<file path="config.mk">
export PLATFORM = sky130hd
export DESIGN_NAME = uart_rx_evt
export DESIGN_NICKNAME = d
export VERILOG_FILES = /design/src/rtl/uart_rx_evt_pkg.sv /design/src/rtl/uart_rx_core.sv /design/src/rtl/uart_rx_bufctl.sv /design/src/rtl/uart_rx_evtreg.sv /design/src/rtl/uart_rx_evt.sv
export SDC_FILE = /design/constraint.sdc
export NUM_CORES = 1
export LEC_CHECK = 0
export ABC_CLOCK_PERIOD_IN_PS = 2100
export BUFFER_PORTS_ARGS = -buffer_cell sky130_fd_sc_hd__buf_2
export CAP_MARGIN = 30
export CELL_PAD_IN_SITES_DETAIL_PLACEMENT = 1
export CELL_PAD_IN_SITES_GLOBAL_PLACEMENT = 1
export CORE_MARGIN = 2
export CORE_UTILIZATION = 45
export DETAILED_ROUTE_END_ITERATION = 7
export PLACE_DENSITY_LB_ADDON = 0.3
export SYNTH_ARGS = -nofsm -noshare
export SYNTH_HDL_FRONTEND = slang
export SYNTH_SLANG_ARGS = --single-unit
</file>
<file path="constraint.sdc">
create_clock -name clk -period 2.1 [get_ports clk]
set_input_delay 0.315 -clock clk [delete_from_list [all_inputs] [get_ports clk]]
set_output_delay 0.315 -clock clk [all_outputs]
set_load 0.05 [all_outputs]
</file>
<file path="src/rtl/uart_rx_evt_pkg.sv">
package uart_rx_evt_pkg;
  localparam int EV_W       = 8;
  // vector positions; field n of the register map is vector bit (7 - n)
  localparam int EV_RX      = 0;
  localparam int EV_TX      = 1;
  localparam int EV_BUSY    = 2;
  localparam int EV_BRK     = 4;
  localparam int EV_BRK_END = 6;
  localparam logic [EV_W-1:0] EV_IMPL = 8'h57;

  typedef enum logic [2:0] {
    RX_IDLE,
    RX_START,
    RX_DATA,
    RX_STOP,
    RX_BRK,
    RX_RESYNC
  } rx_state_e;
endpackage

</file>
<file path="src/rtl/uart_rx_core.sv">
module uart_rx_core
  import uart_rx_evt_pkg::*;
#(
  parameter int OSR = 16,
  parameter int DW  = 8
) (
  input  logic          clk,
  input  logic          rst_n,
  input  logic          tick,
  input  logic          rxd,
  output logic          line_o,
  output logic          char_ok_o,
  output logic [DW-1:0] char_data_o,
  output logic          brk_o,
  output logic          brk_end_o
);
  localparam int CW = $clog2(OSR);
  localparam int BW = $clog2(DW + 1);
  localparam logic [CW-1:0] MID_C  = CW'(OSR / 2 - 1);
  localparam logic [CW-1:0] LAST_C = CW'(OSR - 1);
  localparam logic [BW-1:0] LASTB  = BW'(DW - 1);

  logic [1:0]    sync_q;
  rx_state_e     state_q, state_d;
  logic [CW-1:0] cnt_q, cnt_d;
  logic [CW-1:0] hi_q, hi_d;
  logic [BW-1:0] bit_q, bit_d;
  logic [DW-1:0] shift_q, shift_d;
  logic          ok_q, ok_d, brk_q, brk_d, bend_q, bend_d;
  logic          line;

  assign line = sync_q[1];

  always_comb begin
    state_d = state_q;
    cnt_d   = cnt_q;
    hi_d    = hi_q;
    bit_d   = bit_q;
    shift_d = shift_q;
    ok_d    = 1'b0;
    brk_d   = 1'b0;
    bend_d  = 1'b0;
    if (tick) begin
      unique case (state_q)
        RX_IDLE: begin
          if (!line) begin
            state_d = RX_START;
            cnt_d   = '0;
          end
        end
        RX_START: begin
          if (cnt_q == MID_C) begin
            cnt_d   = '0;
            bit_d   = '0;
            state_d = line ? RX_IDLE : RX_DATA;
          end else begin
            cnt_d = cnt_q + 1'b1;
          end
        end
        RX_DATA: begin
          if (cnt_q == LAST_C) begin
            cnt_d   = '0;
            shift_d = {line, shift_q[DW-1:1]};
            if (bit_q == LASTB) state_d = RX_STOP;
            else                bit_d   = bit_q + 1'b1;
          end else begin
            cnt_d = cnt_q + 1'b1;
          end
        end
        RX_STOP: begin
          if (cnt_q == LAST_C) begin
            cnt_d = '0;
            if (line) begin
              ok_d    = 1'b1;
              state_d = RX_IDLE;
            end else if (shift_q == '0) begin
              brk_d   = 1'b1;
              hi_d    = '0;
              state_d = RX_BRK;
            end else begin
              state_d = RX_RESYNC;
            end
          end else begin
            cnt_d = cnt_q + 1'b1;
          end
        end
        RX_BRK: begin
          if (!line) begin
            hi_d = '0;
          end else if (hi_q == LAST_C) begin
            bend_d  = 1'b1;
            state_d = RX_IDLE;
          end else begin
            hi_d = hi_q + 1'b1;
          end
        end
        RX_RESYNC: begin
          if (line) state_d = RX_IDLE;
        end
        default: state_d = RX_IDLE;
      endcase
    end
  end

  always_ff @(posedge clk or negedge rst_n) begin
    if (!rst_n) begin
      sync_q  <= 2'b11;
      state_q <= RX_IDLE;
      cnt_q   <= '0;
      hi_q    <= '0;
      bit_q   <= '0;
      shift_q <= '0;
      ok_q    <= 1'b0;
      brk_q   <= 1'b0;
      bend_q  <= 1'b0;
    end else begin
      sync_q <= {sync_q[0], rxd};
      ok_q   <= ok_d;
      brk_q  <= brk_d;
      bend_q <= bend_d;
      if (tick) begin
        state_q <= state_d;
        cnt_q   <= cnt_d;
        hi_q    <= hi_d;
        bit_q   <= bit_d;
        shift_q <= shift_d;
      end
    end
  end

  assign line_o      = line;
  assign char_ok_o   = ok_q;
  assign char_data_o = shift_q;
  assign brk_o       = brk_q;
  assign brk_end_o   = bend_q;
endmodule

</file>
<file path="src/rtl/uart_rx_bufctl.sv">
module uart_rx_bufctl #(
  parameter int DW   = 8,
  parameter int CNTW = 8
) (
  input  logic            clk,
  input  logic            rst_n,
  input  logic            char_ok,
  input  logic [DW-1:0]   char_data,
  input  logic            buf_ready,
  input  logic            close_req,
  input  logic [CNTW-1:0] max_cnt,
  output logic            rx_valid_o,
  output logic [DW-1:0]   rx_data_o,
  output logic            rx_set_o,
  output logic            busy_set_o
);
  logic [CNTW-1:0] fill_q, fill_d;
  logic [CNTW:0]   fill_inc;
  logic            drop_q, drop_d;
  logic            valid_q, rxs_q, busy_q;
  logic [DW-1:0]   data_q;
  logic            accept, drop, hit_max, close;

  always_comb begin
    accept   = char_ok & buf_ready;
    drop     = char_ok & ~buf_ready;
    fill_inc = {1'b0, fill_q} + (CNTW + 1)'(accept);
    hit_max  = accept && (max_cnt != '0) && (fill_inc >= {1'b0, max_cnt});
    close    = hit_max || (close_req && (fill_inc != '0));
    if (close)               fill_d = '0;
    else if (fill_inc[CNTW]) fill_d = fill_q;
    else                     fill_d = fill_inc[CNTW-1:0];
    if (buf_ready) drop_d = 1'b0;
    else           drop_d = drop_q | drop;
  end

  always_ff @(posedge clk or negedge rst_n) begin
    if (!rst_n) begin
      fill_q  <= '0;
      drop_q  <= 1'b0;
      valid_q <= 1'b0;
      rxs_q   <= 1'b0;
      busy_q  <= 1'b0;
      data_q  <= '0;
    end else begin
      fill_q  <= fill_d;
      drop_q  <= drop_d;
      valid_q <= accept;
      rxs_q   <= close;
      busy_q  <= drop & ~drop_q;
      if (accept) data_q <= char_data;
    end
  end

  assign rx_valid_o = valid_q;
  assign rx_data_o  = data_q;
  assign rx_set_o   = rxs_q;
  assign busy_set_o = busy_q;
endmodule

</file>
<file path="src/rtl/uart_rx_evtreg.sv">
module uart_rx_evtreg
  import uart_rx_evt_pkg::*;
(
  input  logic            clk,
  input  logic            rst_n,
  input  logic [EV_W-1:0] hw_set,
  input  logic            reg_wr,
  input  logic            reg_sel,
  input  logic [EV_W-1:0] reg_wdata,
  output logic [EV_W-1:0] reg_rdata,
  output logic            irq,
  output logic [EV_W-1:0] evt_o,
  output logic [EV_W-1:0] mask_o
);
  logic [EV_W-1:0] evt_q, evt_d, mask_q, mask_d, clr;
  logic            mask_we;

  always_comb begin
    clr     = (reg_wr && !reg_sel) ? reg_wdata : '0;
    evt_d   = ((evt_q & ~clr) | hw_set) & EV_IMPL;
    mask_we = reg_wr & reg_sel;
    mask_d  = reg_wdata & EV_IMPL;
  end

  always_ff @(posedge clk or negedge rst_n) begin
    if (!rst_n) begin
      evt_q  <= '0;
      mask_q <= '0;
    end else begin
      evt_q <= evt_d;
      if (mask_we) mask_q <= mask_d;
    end
  end

  assign reg_rdata = reg_sel ? mask_q : evt_q;
  assign irq       = |(evt_q & mask_q);
  assign evt_o     = evt_q;
  assign mask_o    = mask_q;
endmodule

</file>
<file path="src/rtl/uart_rx_evt.sv">
module uart_rx_evt
  import uart_rx_evt_pkg::*;
#(
  parameter int OSR  = 16,
  parameter int DW   = 8,
  parameter int CNTW = 8
) (
  input  logic            clk,
  input  logic            rst_n,
  input  logic            tick,
  input  logic            rxd,
  input  logic            buf_ready,
  input  logic            buf_close,
  input  logic [CNTW-1:0] max_cnt,
  output logic            rx_valid,
  output logic [DW-1:0]   rx_data,
  input  logic            tx_done,
  input  logic            reg_wr,
  input  logic            reg_sel,
  input  logic [EV_W-1:0] reg_wdata,
  output logic [EV_W-1:0] reg_rdata,
  output logic            irq
);
  logic [1:0]      rst_pipe_q;
  logic            rst_n_i;
  logic            line_s, char_ok, brk_set, brk_end_set, rx_set, busy_set;
  logic [DW-1:0]   char_data;
  logic [EV_W-1:0] hw_set, evt_q, mask_q;

  always_ff @(posedge clk or negedge rst_n) begin
    if (!rst_n) rst_pipe_q <= 2'b00;
    else        rst_pipe_q <= {rst_pipe_q[0], 1'b1};
  end
  assign rst_n_i = rst_pipe_q[1];

  uart_rx_core #(.OSR(OSR), .DW(DW)) u_core (
    .clk(clk), .rst_n(rst_n_i), .tick(tick), .rxd(rxd),
    .line_o(line_s), .char_ok_o(char_ok), .char_data_o(char_data),
    .brk_o(brk_set), .brk_end_o(brk_end_set)
  );

  uart_rx_bufctl #(.DW(DW), .CNTW(CNTW)) u_buf (
    .clk(clk), .rst_n(rst_n_i), .char_ok(char_ok), .char_data(char_data),
    .buf_ready(buf_ready), .close_req(buf_close), .max_cnt(max_cnt),
    .rx_valid_o(rx_valid), .rx_data_o(rx_data),
    .rx_set_o(rx_set), .busy_set_o(busy_set)
  );

  always_comb begin
    hw_set             = '0;
    hw_set[EV_RX]      = rx_set;
    hw_set[EV_TX]      = tx_done;
    hw_set[EV_BUSY]    = busy_set;
    hw_set[EV_BRK]     = brk_set;
    hw_set[EV_BRK_END] = brk_end_set;
  end

  uart_rx_evtreg u_regs (
    .clk(clk), .rst_n(rst_n_i), .hw_set(hw_set),
    .reg_wr(reg_wr), .reg_sel(reg_sel), .reg_wdata(reg_wdata),
    .reg_rdata(reg_rdata), .irq(irq), .evt_o(evt_q), .mask_o(mask_q)
  );
endmodule

</file>
# Word-level counts from Yosys, hierarchy flattened
# Cells that the tools add are included.
dict set report totals {
  mem_bits_ro 0
  input_bits 25
  wordCells 120
  output_inout_bits 18
  ff_bits 60
  mem_count 0
  ramBits 0
  latchBits 0
}
dict set report classes {
  bitwise_logic 11
  addsub 4
  n_lt_le_gt_ge 1
  n_div 0
  n_mux 44
  reduce_logical 20
  mul 0
  n_shift 0
  n_eq_ne 22
}
# operator n
set op_table {}
lappend op_table {{2-to-1 mux 4 bit} 11}
lappend op_table {{2-to-1 mux 3 bit} 9}
lappend op_table {{case mux 3 bit (6 select lines)} 1}
lappend op_table {{2-to-1 mux 8 bit} 2}
lappend op_table {{!= test 2 x 1 -> 1 bit (second input constant)} 8}
lappend op_table {{case mux 4 bit (2 select lines)} 2}
lappend op_table {{2-to-1 mux 1 bit} 15}
lappend op_table {{AND 7 bit} 2}
lappend op_table {{2-to-1 mux 7 bit} 2}
lappend op_table {{adder 4 x 1 -> 4 bit (second input constant)} 3}
lappend op_table {{case mux 4 bit (3 select lines)} 1}
lappend op_table {{adder 8 x 1 -> 9 bit} 1}
lappend op_table {{greater-or-equal comparator 9 x 8 -> 1 bit} 1}
lappend op_table {{AND reduction 9 bit} 1}
lappend op_table {{nonzero test 9 bit} 1}
lappend op_table {{== test 4 x 3 -> 1 bit (second input constant)} 2}
lappend op_table {{== test 4 bit (second input constant)} 2}
lappend op_table {{zero test 8 bit} 1}
lappend op_table {{!= test 2 bit (second input constant)} 4}
lappend op_table {{nonzero test 8 bit} 1}
lappend op_table {{OR reduction 8 bit} 1}
lappend op_table {{inverter 7 bit} 1}
lappend op_table {{bitwise OR 7 bit} 1}
lappend op_table {{== test 3 x 2 -> 1 bit (second input constant)} 2}
lappend op_table {{17 further kinds} 27}

# Logic depth before layout (Yosys ltp)
# Gate-level depths: netlist (run 1).
dict set report depth {
  depth_word 6
  mapped_depth 12
  depth_no_buf 12
}

# Hierarchy
# From an unflattened synthesis (run 1), not the netlist that was laid out.
dict set report unflattened {
  hier_cells 318
  hier_area_um2 3455.8
}
# mod seq_area_each_um2 n_inst area_per_inst_um2 cells_per_inst
set modules_own_cells {}
lappend modules_own_cells {uart_rx_core 703.2 1 1486.4 141}
lappend modules_own_cells {uart_rx_bufctl 500.5 1 1346.3 128}
lappend modules_own_cells {uart_rx_evtreg 250.2 1 565.5 45}
lappend modules_own_cells {uart_rx_evt 50.0 1 57.6 4}

# Worst setup path after synthesis (run 1)
# No wires, ideal clock.
dict set report synth_path {
  kind {reg2reg}
  from {register u_core.ok_q, in the netlist u_core.char_ok_o}
  to {register u_buf.rxs_q, in the netlist u_buf.rx_set_o}
  n_path_buf 0
  slack_ns -0.657
  setup_time_ns 0.124
  arrival_time_ns 2.632
  period_less_slack_ns 2.757
  t_required_ns 1.976
  stages_incl_launch_ff 13
  cell_sequence {dfrtp_1 -> nand2_1 -> inv_1 -> ha_1 -> nand3_1 -> xnor2_1 -> ha_1 -> and3_1 -> a221oi_1 -> o21ai_0 -> a41oi_2 -> a31oi_4 -> or2_1}
}
dict set report synth_between {
  elab_chain_cells 5
  elab_cells_between_ends 8
  classes_between {1 x add/sub; 1 x order compare; 1 x bitwise; 5 x reduce/logical}
}
# item line_no
set synth_rtl {}
lappend synth_rtl {{start, declared} uart_rx_core.sv:29} ;# logic ok_q, ok_d, brk_q, brk_d, bend_q, bend_d;
lappend synth_rtl {{start signal, assigned} uart_rx_core.sv:118} ;# ok_q <= ok_d;
lappend synth_rtl {{AND 1 bit (*)} uart_rx_bufctl.sv:25} ;# accept = char_ok & buf_ready;
lappend synth_rtl {{via u_buf.accept} uart_rx_bufctl.sv:22} ;# logic accept, drop, hit_max, close;
lappend synth_rtl {{adder 8 x 1 -> 9 bit} uart_rx_bufctl.sv:27} ;# fill_inc = {1'b0, fill_q} + (CNTW + 1)'(accept);
lappend synth_rtl {{greater-or-equal comparator 9 x 8 -> 1 bit or nonzero test 9 bit (tied branches)} {uart_rx_bufctl.sv:28, uart_rx_bufctl.sv:29}}
lappend synth_rtl {{logical AND 1 bit, on equally long branches} {uart_rx_bufctl.sv:28, uart_rx_bufctl.sv:29}}
lappend synth_rtl {{logical OR 1 bit (*)} uart_rx_bufctl.sv:29} ;# close = hit_max || (close_req && (fill_inc != '0));
lappend synth_rtl {{via u_buf.close} uart_rx_bufctl.sv:22}
lappend synth_rtl {{end signal, assigned} uart_rx_bufctl.sv:49} ;# rxs_q <= close;
lappend synth_rtl {{end, declared} uart_rx_bufctl.sv:20} ;# logic valid_q, rxs_q, busy_q;
# Mark *: on every way through the listed nets, which the timed path passes. The rest lies on a longest branch.
# A chain may end at the register's enable or synchronous reset.

# Worst setup path in the final report (run 1)
dict set report layout_path {
  from {register u_core.ok_q, in the netlist u_core.char_ok_o}
  to {register u_buf.fill_q[1]}
}
dict set report layout_between {
  elab_chain_cells 6
  elab_cells_between_ends 11
  classes_between {1 x add/sub; 1 x order compare; 1 x eq/ne; 2 x mux; 1 x bitwise; 5 x reduce/logical}
}
# item line_no
set layout_rtl {}
lappend layout_rtl {{AND 1 bit (*)} uart_rx_bufctl.sv:25}
lappend layout_rtl {{via u_buf.accept} uart_rx_bufctl.sv:22}
lappend layout_rtl {{adder 8 x 1 -> 9 bit} uart_rx_bufctl.sv:27}
lappend layout_rtl {{greater-or-equal comparator 9 x 8 -> 1 bit or nonzero test 9 bit (tied branches)} {uart_rx_bufctl.sv:28, uart_rx_bufctl.sv:29}}
lappend layout_rtl {{logical AND 1 bit, on equally long branches} {uart_rx_bufctl.sv:28, uart_rx_bufctl.sv:29}}
lappend layout_rtl {{logical OR 1 bit} uart_rx_bufctl.sv:29}
lappend layout_rtl {{!= test 2 bit (no source line) or 2-to-1 mux 8 bit (tied branches)} --}
lappend layout_rtl {{end signal, assigned} uart_rx_bufctl.sv:46} ;# fill_q <= fill_d;
lappend layout_rtl {{end, declared} uart_rx_bufctl.sv:17} ;# logic [CNTW-1:0] fill_q, fill_d;
# Mark *: on every way through the listed nets, which the timed path passes. The rest lies on a longest branch. The select of a mux whose other input is x is not followed.

==> key figures, run 1 <==
CTS
  • Htree depth: 3
  • CTS tree: done
  • Clock sink count: 60
  • Clock Tree Root: clkbuf_8
  • Worst-path clk slew: 0.08 ns
  • Cts bufs inserted: 9
  • Clk buf depth: 2
  • Clk_lat worst skew: 0.34 ns

Setup path
  • CP max FO: 6
  • Largest delay share family, worst path: compound AO/OA/AOI/OAI gates
  • CP startpoint kind: register
  • Critical path data arrival time: 2.92 ns
  • Crit path buffers/inverters: 2
  • Worst Path Required: 2.36 ns
  • CP cell instances: nand2_4 -> inv_6 -> ha_4 -> nand3_4 -> xnor2_2 -> ha_1 -> and3_4 -> a221oi_2 -> o21ai_1 -> a41oi_2 -> a31oi_4 -> buf_6 -> nor3_4
  • Endpoint class of the critical path: register
  • CP peak stage delay: 0.41 ns
  • WS Path Type: reg -> reg
  • CP max-delay cell: dfrtp_1

Routing
  • Met1 wire length: 3770 um
  • Final ANT Viol Nets: 0
  • DR WL met2: 4550 um
  • Initial DRT Pass Iterations: 4
  • Post-DR wirelength/cell: 18.5 um
  • Max layer used: met4
  • Met3 wire length: 352 um
  • Post-Route WL: 8890 um
  • DRC viols: 0
  • DRT iter0 DRCs: 65
  • Routed vias: 2,636
  • Vias per cell: 5.48

Yosys
  • Synth Cell Area: 3180 sq um
  • Seq/Total Area, Yosys: 47.3%
  • Top post-synthesis cells by area: dfrtp_1 (46%), mux2_2 (9.6%), ha_1 (4.3%), nand2_1 (3.9%), o21ai_0 (3.0%)
  • Synth area leader: dfrtp_1
  • Cells after Synth: 303
  • Yosys reg bits: 60
  • YS warnings: 0
  • Post-synth EDFFs: 0
  • Synthesized area per cell: 10.5 sq um
  • Main flop type after synthesis: dfrtp_1
  • Post-synth top area share: 45.6%
  • Netlist cell types: 59
  • Post-synth ARST share: 100%

STA
  • RSZ-0062 raised after global routing: true
  • Hold Vio Cnt, Final: 0
  • Fin worst setup slack: -0.561 ns
  • Maximum clock rate: 376 MHz
  • Clk_skew: 0.0106 ns
  • Tightest Pin Transition: 0.677 ns
  • Final min period: 2.66 ns
  • Max_slew headroom: 54.3%
  • Final Max Tran Viols: 0
  • Final Cycle Share: 127%
  • Setup_tns: -4.59 ns
  • Endpoints failing setup: 9

Power
  • Comb pwr share: 17.4%
  • Reg power frac: 41.2%
  • Max VDD drop: 0.668 mV
  • Switching power: 0.910 mW
  • Clock power frac: 41.4%
  • Int Power: 2.26 mW
  • Final Power: 3.17 mW
  • P_leak: 2.03 nW
  • Pwr Density: 762 nW/um^2
  • Switching part of the total: 28.7%

Finish
  • Fraction of layout cells with a size suffix above 1: 41.6%
  • Commonest non-fill, non-tap cell in the layout: dfrtp_1
  • Diode count: 0
  • Filler cell count: 747
  • Final nets: 416
  • Commonest cells after routing, fill and taps aside: dfrtp_1 (55), buf_2 (36), buf_4 (36), nand2_1 (30), mux2_2 (27)
  • Area Growth Syn to Fin: 30.8%

Placement
  • IO Port Bufs: 36
  • RePlAce Congestion: 0.850
  • Dpl hpwl: 5500 um
  • Pre-CTS WS: -0.574 ns

Global routing
  • Vias in the first global route: 2,723
  • Grt total ovfl: 0
  • Aggregate global-route resource usage: 22.9%
  • Initial antenna violation count: 0
  • Largest net degree at the start of global routing: 43
  • First-pass GRT wire length: 13,500 um

Floorplanning
  • Core area: 6830 sq um
  • Die height: 88.1 um
  • IO Count: 43
  • Die W: 88.1 um
  • Total die area: 7760 sq um
  • Row count: 30
  • Initial cell density of the core: 46.6%

Run
  • Max_cap viols: 0

Hold path
  • Hold crit path type: in -> reg

Status
  • Failing checks: negative setup slack
  • Status: finished, violations left
-- Yosys cell counts (3+ instances only) --
master     n
dfrtp_1   58
nand2_1   33
mux2_2    27
nor2_1    20
o21ai_0   19
ha_1      11
inv_1     11
nand3_1   11
nor3_1    11
nand2b_1   8
a21o_1     7
nand3b_1   7
buf_4      5
nand4_1    5
or4_1      4
xor2_1     4
a21oi_1    3
and3_1     3
clkbuf_1   3
nand4b_1   3
o211ai_1   3
-- final cells by class --
class                   count  area [sq um]  area share, %
clock buffers              10           138           3.31
clock inverters             6           111           2.68
inverters                  11          46.3           1.11
multi-input cells         223          1750           42.0
flip-flops and latches     60          1510           36.2
well taps                  96           120           2.89
repair buffers             75           492           11.8
-- power groups by stage --
stage / Combinational, mW / Clock [mW] / Sequential (mW)
3_5_place_dp: 0.510 / 0 / 1.33
3_3_place_gp: 0.490 / 0 / 1.32
4_1_cts: 0.523 / 1.33 / 1.31
2_1_floorplan: 0.358 / 0 / 1.32
5_1_grt: 0.605 / 1.38 / 1.32
6_report: 0.551 / 1.31 / 1.31
-- layer usage --
| metal | up-vias | global-route usage, % |
|---|---|---|
| met2 | 58 | 41.6 |
| met3 | 20 | 4.52 |
| met4 | 0 | 6.34 |
| li1 | 1244 | - |
| met5 | - | 0 |
| met1 | 1314 | 27.5 |
-- final timing paths --
path	end	slack, ns	cells past startpoint	start
min in group asynchronous	u_core.state_q[0]	0.19	0	rst_pipe_q[1]
max reg2reg	u_buf.fill_q[1]	-0.56	13	u_core.char_ok_o
max	u_buf.fill_q[1]	-0.56	13	u_core.char_ok_o
max in group asynchronous	u_buf.fill_q[1]	1.34	1	rst_pipe_q[1]
min reg2reg	u_core.state_q[0]	0.19	0	rst_pipe_q[1]
min	u_core.sync_q[0]	0.08	1	rxd
-- cells by family after synthesis --
group                    after synthesis  share of synthesized area (%)
AO/OA/AOI/OAI                         49                           11.3
XOR/XNOR                               7                           2.52
adder cells (fa/ha/maj)               11                           4.33
buffers and inverters                 23                           3.62
flip-flops                            60                           47.3
multiplexers                          29                           10.2
other                                  2                          0.236
AND/OR/NAND/NOR                      122                           20.5
-- flip-flops by register name, indices dropped and copies added (netlist names), 2 cells and up --
| signal | flops |
|---|---|
| u_core.hi_q | 4 |
| u_core.sync_q | 2 |
| u_buf.rx_data_o | 8 |
| u_regs.evt_o | 5 |
| u_regs.mask_o | 5 |
| u_core.char_data_o | 8 |
| u_core.bit_q | 4 |
| rst_pipe_q | 2 |
| u_core.cnt_q | 4 |
| u_core.state_q | 3 |
| u_buf.fill_q | 8 |
-- what timing repair did --
| item | CTS | global route |
|---|---|---|
| pin swaps | 7 | 5 |
| hold buffers | 1 | 0 |
| setup endpoints to repair | 10 | 18 |
| hold endpoints to repair | 2 | 0 |
| setup buffers | 5 | 3 |
| gates resized for setup | 14 | 13 |
| gates cloned | 0 | 1 |
-- per-stage QoR --
stage	area (sq um)	utilization (%)	hold WS [ns]	instances
5_1_grt	4160	60.9	0.0614	481
6_report	4160	60.9	0.0775	481
2_1_floorplan	3230	-	0.0194	305
3_3_place_gp	3690	54.0	0.100	455
4_1_cts	4060	59.5	0.0681	477
3_5_place_dp	3690	54.0	0.103	455
Power figures use the tool's default switching activity.
==> inputs of run 2 (changes only) <==
Settings changed: MAX_ROUTING_LAYER set to met4.
==> run 2 against run 1 <==
The flow still finishes with violations (negative setup slack). Combinational power hardly changed. Fmax is 0.39% higher. Core utilization fell by 0.11 points. Wire length hardly changed. Design area fell by 0.18%. Critical endpoint unchanged. Flip-flop and latch count unchanged. Non-clock buffer count fell by 1. First-iteration DRC count rose by 52%. Total power is essentially flat. Sequential share of layout area grew 0.066 points. Critical path depth is the same. Clock power is essentially flat.
==> key figures, run 2 (synthesized netlist as in run 1, its figures left out) <==
Status
  • Status: finished, violations left
  • Failing checks: negative setup slack

Placement
  • Dpl hpwl: 5500 um (unchanged)
  • DP Area: 3690 sq um (unchanged)
  • RePlAce Congestion: 0.863 (+1.6%)
  • Pre-CTS WS: -0.574 ns (unchanged)
  • Inst Count DP: 455 (unchanged)
  • IO Port Bufs: 36 (unchanged)

STA
  • RSZ-0062 raised after global routing: true
  • Final Cycle Share: 126% (-0.49 points)
  • Clk_skew: 0.0105 ns (-0.000108 ns)
  • Maximum clock rate: 377 MHz (+0.39%)
  • Final min period: 2.65 ns (-0.0103 ns)
  • Endpoints failing setup: 9 (unchanged)
  • Final Max Tran Viols: 0 (unchanged)
  • Hold Vio Cnt, Final: 0 (unchanged)
  • Tightest Pin Transition: 0.677 ns (+0.000859 ns)
  • Max_slew headroom: 54.2% (-0.058 points)
  • Fin worst setup slack: -0.551 ns (+0.0103 ns)

Finish
  • Diode count: 0 (unchanged)
  • Commonest cells after routing, fill and taps aside: dfrtp_1 (55), buf_2 (36), buf_4 (35), nand2_1 (30), mux2_2 (27)
  • Fraction of layout cells with a size suffix above 1: 41.4% (-0.15 points)
  • Final nets: 415 (-0.24%)
  • Final Core Density: 60.8% (-0.11 points)
  • Design area: 4150 sq um (-0.18%)
  • Filler cell count: 747 (unchanged)
  • Area Growth Syn to Fin: 30.6%
  • Post-Layout Cell Count: 480 (-0.21%)
  • Commonest non-fill, non-tap cell in the layout: dfrtp_1

Setup path
  • Worst reg2reg path depth: 13 (unchanged)
  • Crit path buffers/inverters: 2 (unchanged)
  • Reg2Reg Setup Slack: -0.55 ns (about the same)
  • Largest delay share family, worst path: compound AO/OA/AOI/OAI gates
  • Worst setup path start: u_core.char_ok_o
  • Endpoint class of the critical path: register
  • Reg2Reg Launch Point: u_core.char_ok_o
  • CP peak stage delay: 0.41 ns (about the same)
  • CP max FO: 6 (unchanged)
  • CP startpoint kind: register
  • Worst Path Required: 2.36 ns (about the same)
  • Critical path data arrival time: 2.91 ns (about the same)
  • WS Path Type: reg -> reg
  • Reg2reg end: u_buf.fill_q[1]
  • CP max-delay cell: dfrtp_1
  • CP cell instances: nand2_4 -> inv_6 -> ha_4 -> nand3_4 -> xnor2_2 -> ha_1 -> and3_4 -> a221oi_2 -> o21ai_1 -> a41oi_2 -> a31oi_4 -> buf_6 -> nor3_4

Global routing
  • Vias in the first global route: 2,733 (+0.37%)
  • Initial antenna violation count: 0 (unchanged)
  • Largest net degree at the start of global routing: 43 (unchanged)
  • Grt total ovfl: 0 (unchanged)
  • First-pass GRT wire length: 13,500 um (about the same)
  • Aggregate global-route resource usage: 23.6% (+0.76 points)

CTS
  • Clock Tree Root: clkbuf_8
  • CTS tree: done
  • Clock sink count: 60 (unchanged)
  • Worst-path clk slew: 0.08 ns (about the same)
  • Clk buf depth: 2 (unchanged)
  • Htree depth: 3 (unchanged)
  • Clk_lat worst skew: 0.34 ns (about the same)
  • Cts bufs inserted: 9 (unchanged)

Floorplanning
  • IO Count: 43 (unchanged)
  • Die W: 88.1 um (unchanged)
  • Initial cell density of the core: 46.6% (unchanged)
  • Row count: 30 (unchanged)
  • Die height: 88.1 um (unchanged)
  • Core area: 6830 sq um (unchanged)
  • Total die area: 7760 sq um (unchanged)

Routing
  • Post-Route WL: 8880 um (about the same)
  • DRT iter0 DRCs: 99 (+52%)
  • Vias per cell: 5.49 (+0.25%)
  • Final ANT Viol Nets: 0 (unchanged)
  • Initial DRT Pass Iterations: 4 (unchanged)
  • Post-DR wirelength/cell: 18.5 um (+0.13%)
  • DRC viols: 0 (unchanged)
  • Routed vias: 2,637 (+0.038%)

Hold path
  • Hold crit path type: in -> reg
  • Hold_sp: rxd
  • WHS Endpoint: u_core.sync_q[0]
  • Hold Path Depth: 1 (unchanged)

Power
  • Max VDD drop: 0.668 mV (-0.10%)
  • P_leak: 2.03 nW (-0.20%)
  • Pwr Density: 763 nW/um^2 (about the same)

Run
  • Max_cap viols: 0 (unchanged)
run 2: worst max-delay path by stage:
stage | end | slack [ns] | cells past startpoint
2_1_floorplan | u_buf.rx_set_o | -0.33 | 12
3_3_place_gp | u_buf.fill_q[5] | -0.49 | 14
3_5_place_dp | u_buf.fill_q[2] | -0.57 | 14
4_1_cts | u_buf.fill_q[1] | -0.43 | 13
5_1_grt | u_buf.fill_q[1] | -0.66 | 13
6_report | u_buf.fill_q[1] | -0.55 | 13
run 2: final cells by class:
class,instances,area [sq um],share of cell area (%)
repair buffers,74,484,11.7
multi-input cells,223,1750,42.0
flip-flops and latches,60,1510,36.3
well taps,96,120,2.89
inverters,11,46.3,1.11
clock inverters,6,111,2.68
clock buffers,10,138,3.31
run 2: power breakdown:
part / internal, mW / switching, mW / leakage (nW)
sequential: 1.23 / 0.0769 / 0.794
combinational: 0.209 / 0.341 / 1.11
clock: 0.821 / 0.490 / 0.122
total: 2.26 / 0.907 / 2.03
run 2: worst register-to-register path: cells and delay by family (launching register included):
family / cells / cell delay, ns
adder cells (fa/ha/maj): 2 / 0.47
XOR/XNOR: 1 / 0.22
AO/OA/AOI/OAI: 4 / 0.71
flip-flops: 1 / 0.41
AND/OR/NAND/NOR: 4 / 0.48
buffers and inverters: 2 / 0.27
run 2: repair_timing:
| action | 4_1_cts | 5_1_grt |
|---|---|---|
| endpoints found under the hold margin | 2 | 0 |
| resized for setup | 14 | 13 |
| cloned | 0 | 1 |
| buffers inserted | 5 | 2 |
| pin swaps | 7 | 5 |
| endpoints found under the setup margin | 10 | 13 |
| hold buffers | 1 | 0 |
run 2: metrics by stage:
stage / hold WS [ns] / TNS (ns) / total power [mW]
after floorplan: 0.0194 / -1.86 / 1.68
after global placement: 0.100 / -4.06 / 1.81
after detailed placement: 0.103 / -4.72 / 1.84
after CTS: 0.0681 / -3.65 / 3.16
after global routing: 0.0614 / -6.35 / 3.31
final: 0.0805 / -4.49 / 3.17
run 2: layer usage:
metal  up-vias  GRT usage [%]  share of wire [%]
met5         -              -                  0
met4         0           6.34                3.0
met3        24           4.81                4.2
met2        68           41.4                 51
met1      1307           27.7                 42
li1       1238              -                  -
==> inputs of run 3 (changes only) <==
--- a/config.mk
+++ b/config.mk
@@ -6,5 +6,5 @@
 export NUM_CORES = 1
 export LEC_CHECK = 0
-export ABC_CLOCK_PERIOD_IN_PS = 2100
+export ABC_CLOCK_PERIOD_IN_PS = 2800
 export BUFFER_PORTS_ARGS = -buffer_cell sky130_fd_sc_hd__buf_2
 export CAP_MARGIN = 30
==> constraint.sdc (replaced) <==
create_clock -name clk -period 2.8 [get_ports clk]
set_input_delay 0.56 -clock clk [delete_from_list [all_inputs] [get_ports clk]]
set_output_delay 0.56 -clock clk [all_outputs]
set_load 0.05 [all_outputs]
==> run 3 against run 2 <==
The run now ends clean. Sequential share of layout area increased by 2.3 points. Global-route usage decreased by 2.4 points. Critical path depth unchanged. Hold slack got worse by 0.0038 ns. Cell count decreased by 4.0%. Highest routed layer unchanged. Critical endpoint is now u_buf.fill_q[7]. Wire length decreased by 17%. Design area decreased by 6.1%. First-iteration DRC count decreased by 19%.
==> key figures, run 3 (synthesized netlist as in run 1, its figures left out) <==
Setup path
  • Largest delay share family, worst path: compound AO/OA/AOI/OAI gates
  • Worst Path Required: 3.05 ns (+0.69 ns)
  • WS Path Type: reg -> reg
  • CP startpoint kind: register
  • Endpoint class of the critical path: register
  • CP max-delay cell: dfrtp_1
  • CP cell instances: nand2_2 -> inv_2 -> ha_4 -> nand3_2 -> xnor2_2 -> ha_1 -> and3_4 -> a221oi_4 -> o21ai_2 -> a41oi_2 -> a31oi_4 -> buf_12 -> nor4_4
  • CP peak stage delay: 0.36 ns (-0.05 ns)
  • Critical path data arrival time: 2.95 ns (+0.04 ns)
  • CP max FO: 5 (-1)
  • Crit path buffers/inverters: 2 (unchanged)

Floorplanning
  • Die height: 88.1 um (unchanged)
  • Initial cell density of the core: 46.6% (unchanged)
  • Total die area: 7760 sq um (unchanged)
  • Row count: 30 (unchanged)
  • Die W: 88.1 um (unchanged)
  • IO Count: 43 (unchanged)
  • Core area: 6830 sq um (unchanged)

CTS
  • Clock sink count: 60 (unchanged)
  • CTS tree: done
  • Clock Tree Root: clkbuf_8
  • Clk buf depth: 2 (unchanged)
  • Clk_lat worst skew: 0.35 ns (about the same)
  • Htree depth: 3 (unchanged)
  • Worst-path clk slew: 0.08 ns (about the same)
  • Cts bufs inserted: 9 (unchanged)

Global routing
  • First-pass GRT wire length: 12,200 um (-9.3%)
  • Aggregate global-route resource usage: 21.2% (-2.4 points)
  • Largest net degree at the start of global routing: 45 (+4.7%)
  • Grt total ovfl: 0 (unchanged)
  • Initial antenna violation count: 0 (unchanged)
  • Vias in the first global route: 2,580 (-5.6%)

Routing
  • DR WL met2: 3630 um (-20%)
  • DRT iter0 DRCs: 80 (-19%)
  • Met1 wire length: 3350 um (-10%)
  • DRC viols: 0 (unchanged)
  • Max layer used: met4
  • Initial DRT Pass Iterations: 4 (unchanged)
  • Met3 wire length: 274 um (-26%)
  • Routed vias: 2,498 (-5.3%)
  • Vias per cell: 5.42 (-1.4%)
  • Post-DR wirelength/cell: 15.9 um (-14%)
  • Final ANT Viol Nets: 0 (unchanged)
  • Post-Route WL: 7350 um (-17%)

Power
  • Int Power: 1.38 mW (-39%)
  • Switching part of the total: 32.8% (+4.2 points)
  • Switching power: 0.673 mW (-26%)
  • Comb pwr share: 16.2% (-1.2 points)
  • Max VDD drop: 0.366 mV (-45%)
  • Pwr Density: 526 nW/um^2 (-31%)
  • Reg power frac: 49.6% (+8.3 points)
  • Clock power frac: 34.1% (-7.3 points)
  • P_leak: 1.91 nW (-5.7%)
  • Final Power: 2.05 mW (-35%)

Hold path
  • Hold crit path type: reg -> async

STA
  • Tightest Pin Transition: 0.649 ns (-0.0280 ns)
  • Final Cycle Share: 96.4% (-30 points)
  • Maximum clock rate: 371 MHz (-1.8%)
  • Setup_tns: 0 ns (+4.49 ns)
  • Endpoints failing setup: 0 (-9)
  • Final min period: 2.70 ns (+0.0472 ns)
  • Hold Vio Cnt, Final: 0 (unchanged)
  • Clk_skew: 0.0124 ns (+0.00189 ns)
  • RSZ-0062 raised after global routing: true
  • Fin worst setup slack: 0.102 ns (+0.653 ns)
  • Max_slew headroom: 56.5% (+2.3 points)
  • Final Max Tran Viols: 0 (unchanged)

Finish
  • Commonest non-fill, non-tap cell in the layout: dfrtp_1
  • Commonest cells after routing, fill and taps aside: dfrtp_1 (57), buf_2 (36), nand2_1 (32), mux2_2 (27), nor2_1 (19)
  • Fraction of layout cells with a size suffix above 1: 34.8% (-6.6 points)
  • Design area: 3900 sq um (-6.1%)
  • Final nets: 396 (-4.6%)
  • Area Growth Syn to Fin: 22.5%
  • Diode count: 0 (unchanged)
  • Filler cell count: 782 (+4.7%)

Placement
  • RePlAce Congestion: 0.782 (-9.4%)
  • IO Port Bufs: 36 (unchanged)
  • Pre-CTS WS: -0.391 ns (+0.183 ns)
  • DP Area: 3530 sq um (-4.5%)
  • Dpl hpwl: 5170 um (-6.1%)

Status
  • Status: complete, no violations

Run
  • Max_cap viols: 0 (unchanged)
==> run 3: cell types whose count changed in the layout (fill, tap and decap cells not counted), moves of 2 or more <==
cell / delta
dfrtp_1: +2
dfrtp_2: -2
clkinvlp_4: +2
buf_4: -19
bufinv_16: -3
clkinv_4: +2
nor4_2: -2
nand2_1: +2
nor3_1: +5
nor3_2: -4
==> run 3: worst reg2reg max path: cells and delay by family (launching register included) <==
kind	cells	cell delay [ns]
simple gates	4	0.62
flops	1	0.36
buf+inv	2	0.27
fa+ha+maj	2	0.43
compound gates	4	0.71
xor+xnor	1	0.22
==> run 3: cell type report <==
cell class	instances	area [sq um]	area share, %
clock buffer	9	124	3.18
clock inverter	7	53.8	1.38
inverter	11	41.3	1.06
multi-input combinational	222	1680	43.0
sequential	60	1510	38.6
tap	96	120	3.08
timing repair buffer	56	375	9.63
==> run 3: path summary, 6_finish.rpt <==
check                            startpoint  depth (start not counted)  slack (ns)                  to
setup / recovery           u_core.char_ok_o                         13        0.10     u_buf.fill_q[7]
hold / removal                rst_pipe_q[1]                          0        0.08  u_buf.rx_data_o[2]
setup reg to reg           u_core.char_ok_o                         13        0.10     u_buf.fill_q[7]
hold reg to reg               rst_pipe_q[1]                          0        0.08  u_buf.rx_data_o[2]
max in group asynchronous     rst_pipe_q[1]                          2        2.01    u_regs.mask_o[4]
min in group clk                        rxd                          1        0.31    u_core.sync_q[0]
==> run 3: routing by layer <==
layer	GRT usage, %	vias up
met3	5.75	13
li1	-	1194
met5	-	-
met1	26.9	1249
met2	33.7	42
met4	5.92	0
==> run 3: through the flow <==
stage / instances / util, % / hold WS, ns
4_1_cts: 457 / 54.8 / 0.291
3_5_place_dp: 439 / 51.6 / 0.337
5_1_grt: 461 / 57.1 / 0.0891
3_3_place_gp: 439 / 51.6 / 0.340
6_report: 461 / 57.1 / 0.0767
2_1_floorplan: 305 / - / 0.264
==> run 3: power by group through the flow <==
| stage | logic [mW] | registers (mW) | clock network, mW |
|---|---|---|---|
| floorplan | 0.268 | 0.991 | 0 |
| global placement | 0.292 | 1.04 | 0 |
| detailed placement | 0.307 | 1.05 | 0 |
| CTS | 0.314 | 1.03 | 0.719 |
| global route | 0.371 | 1.03 | 0.757 |
| finish | 0.333 | 1.02 | 0.700 |
==> run 3: repair_timing <==
| item | CTS | global route |
|---|---|---|
| pin swaps | 1 | 7 |
| gates resized for setup | 3 | 14 |
| setup endpoints to repair | 9 | 9 |
| cloned | 0 | 1 |
| hold buffers | 1 | 0 |
| setup buffers | 1 | 2 |
| endpoints found under the hold margin | 2 | 0 |
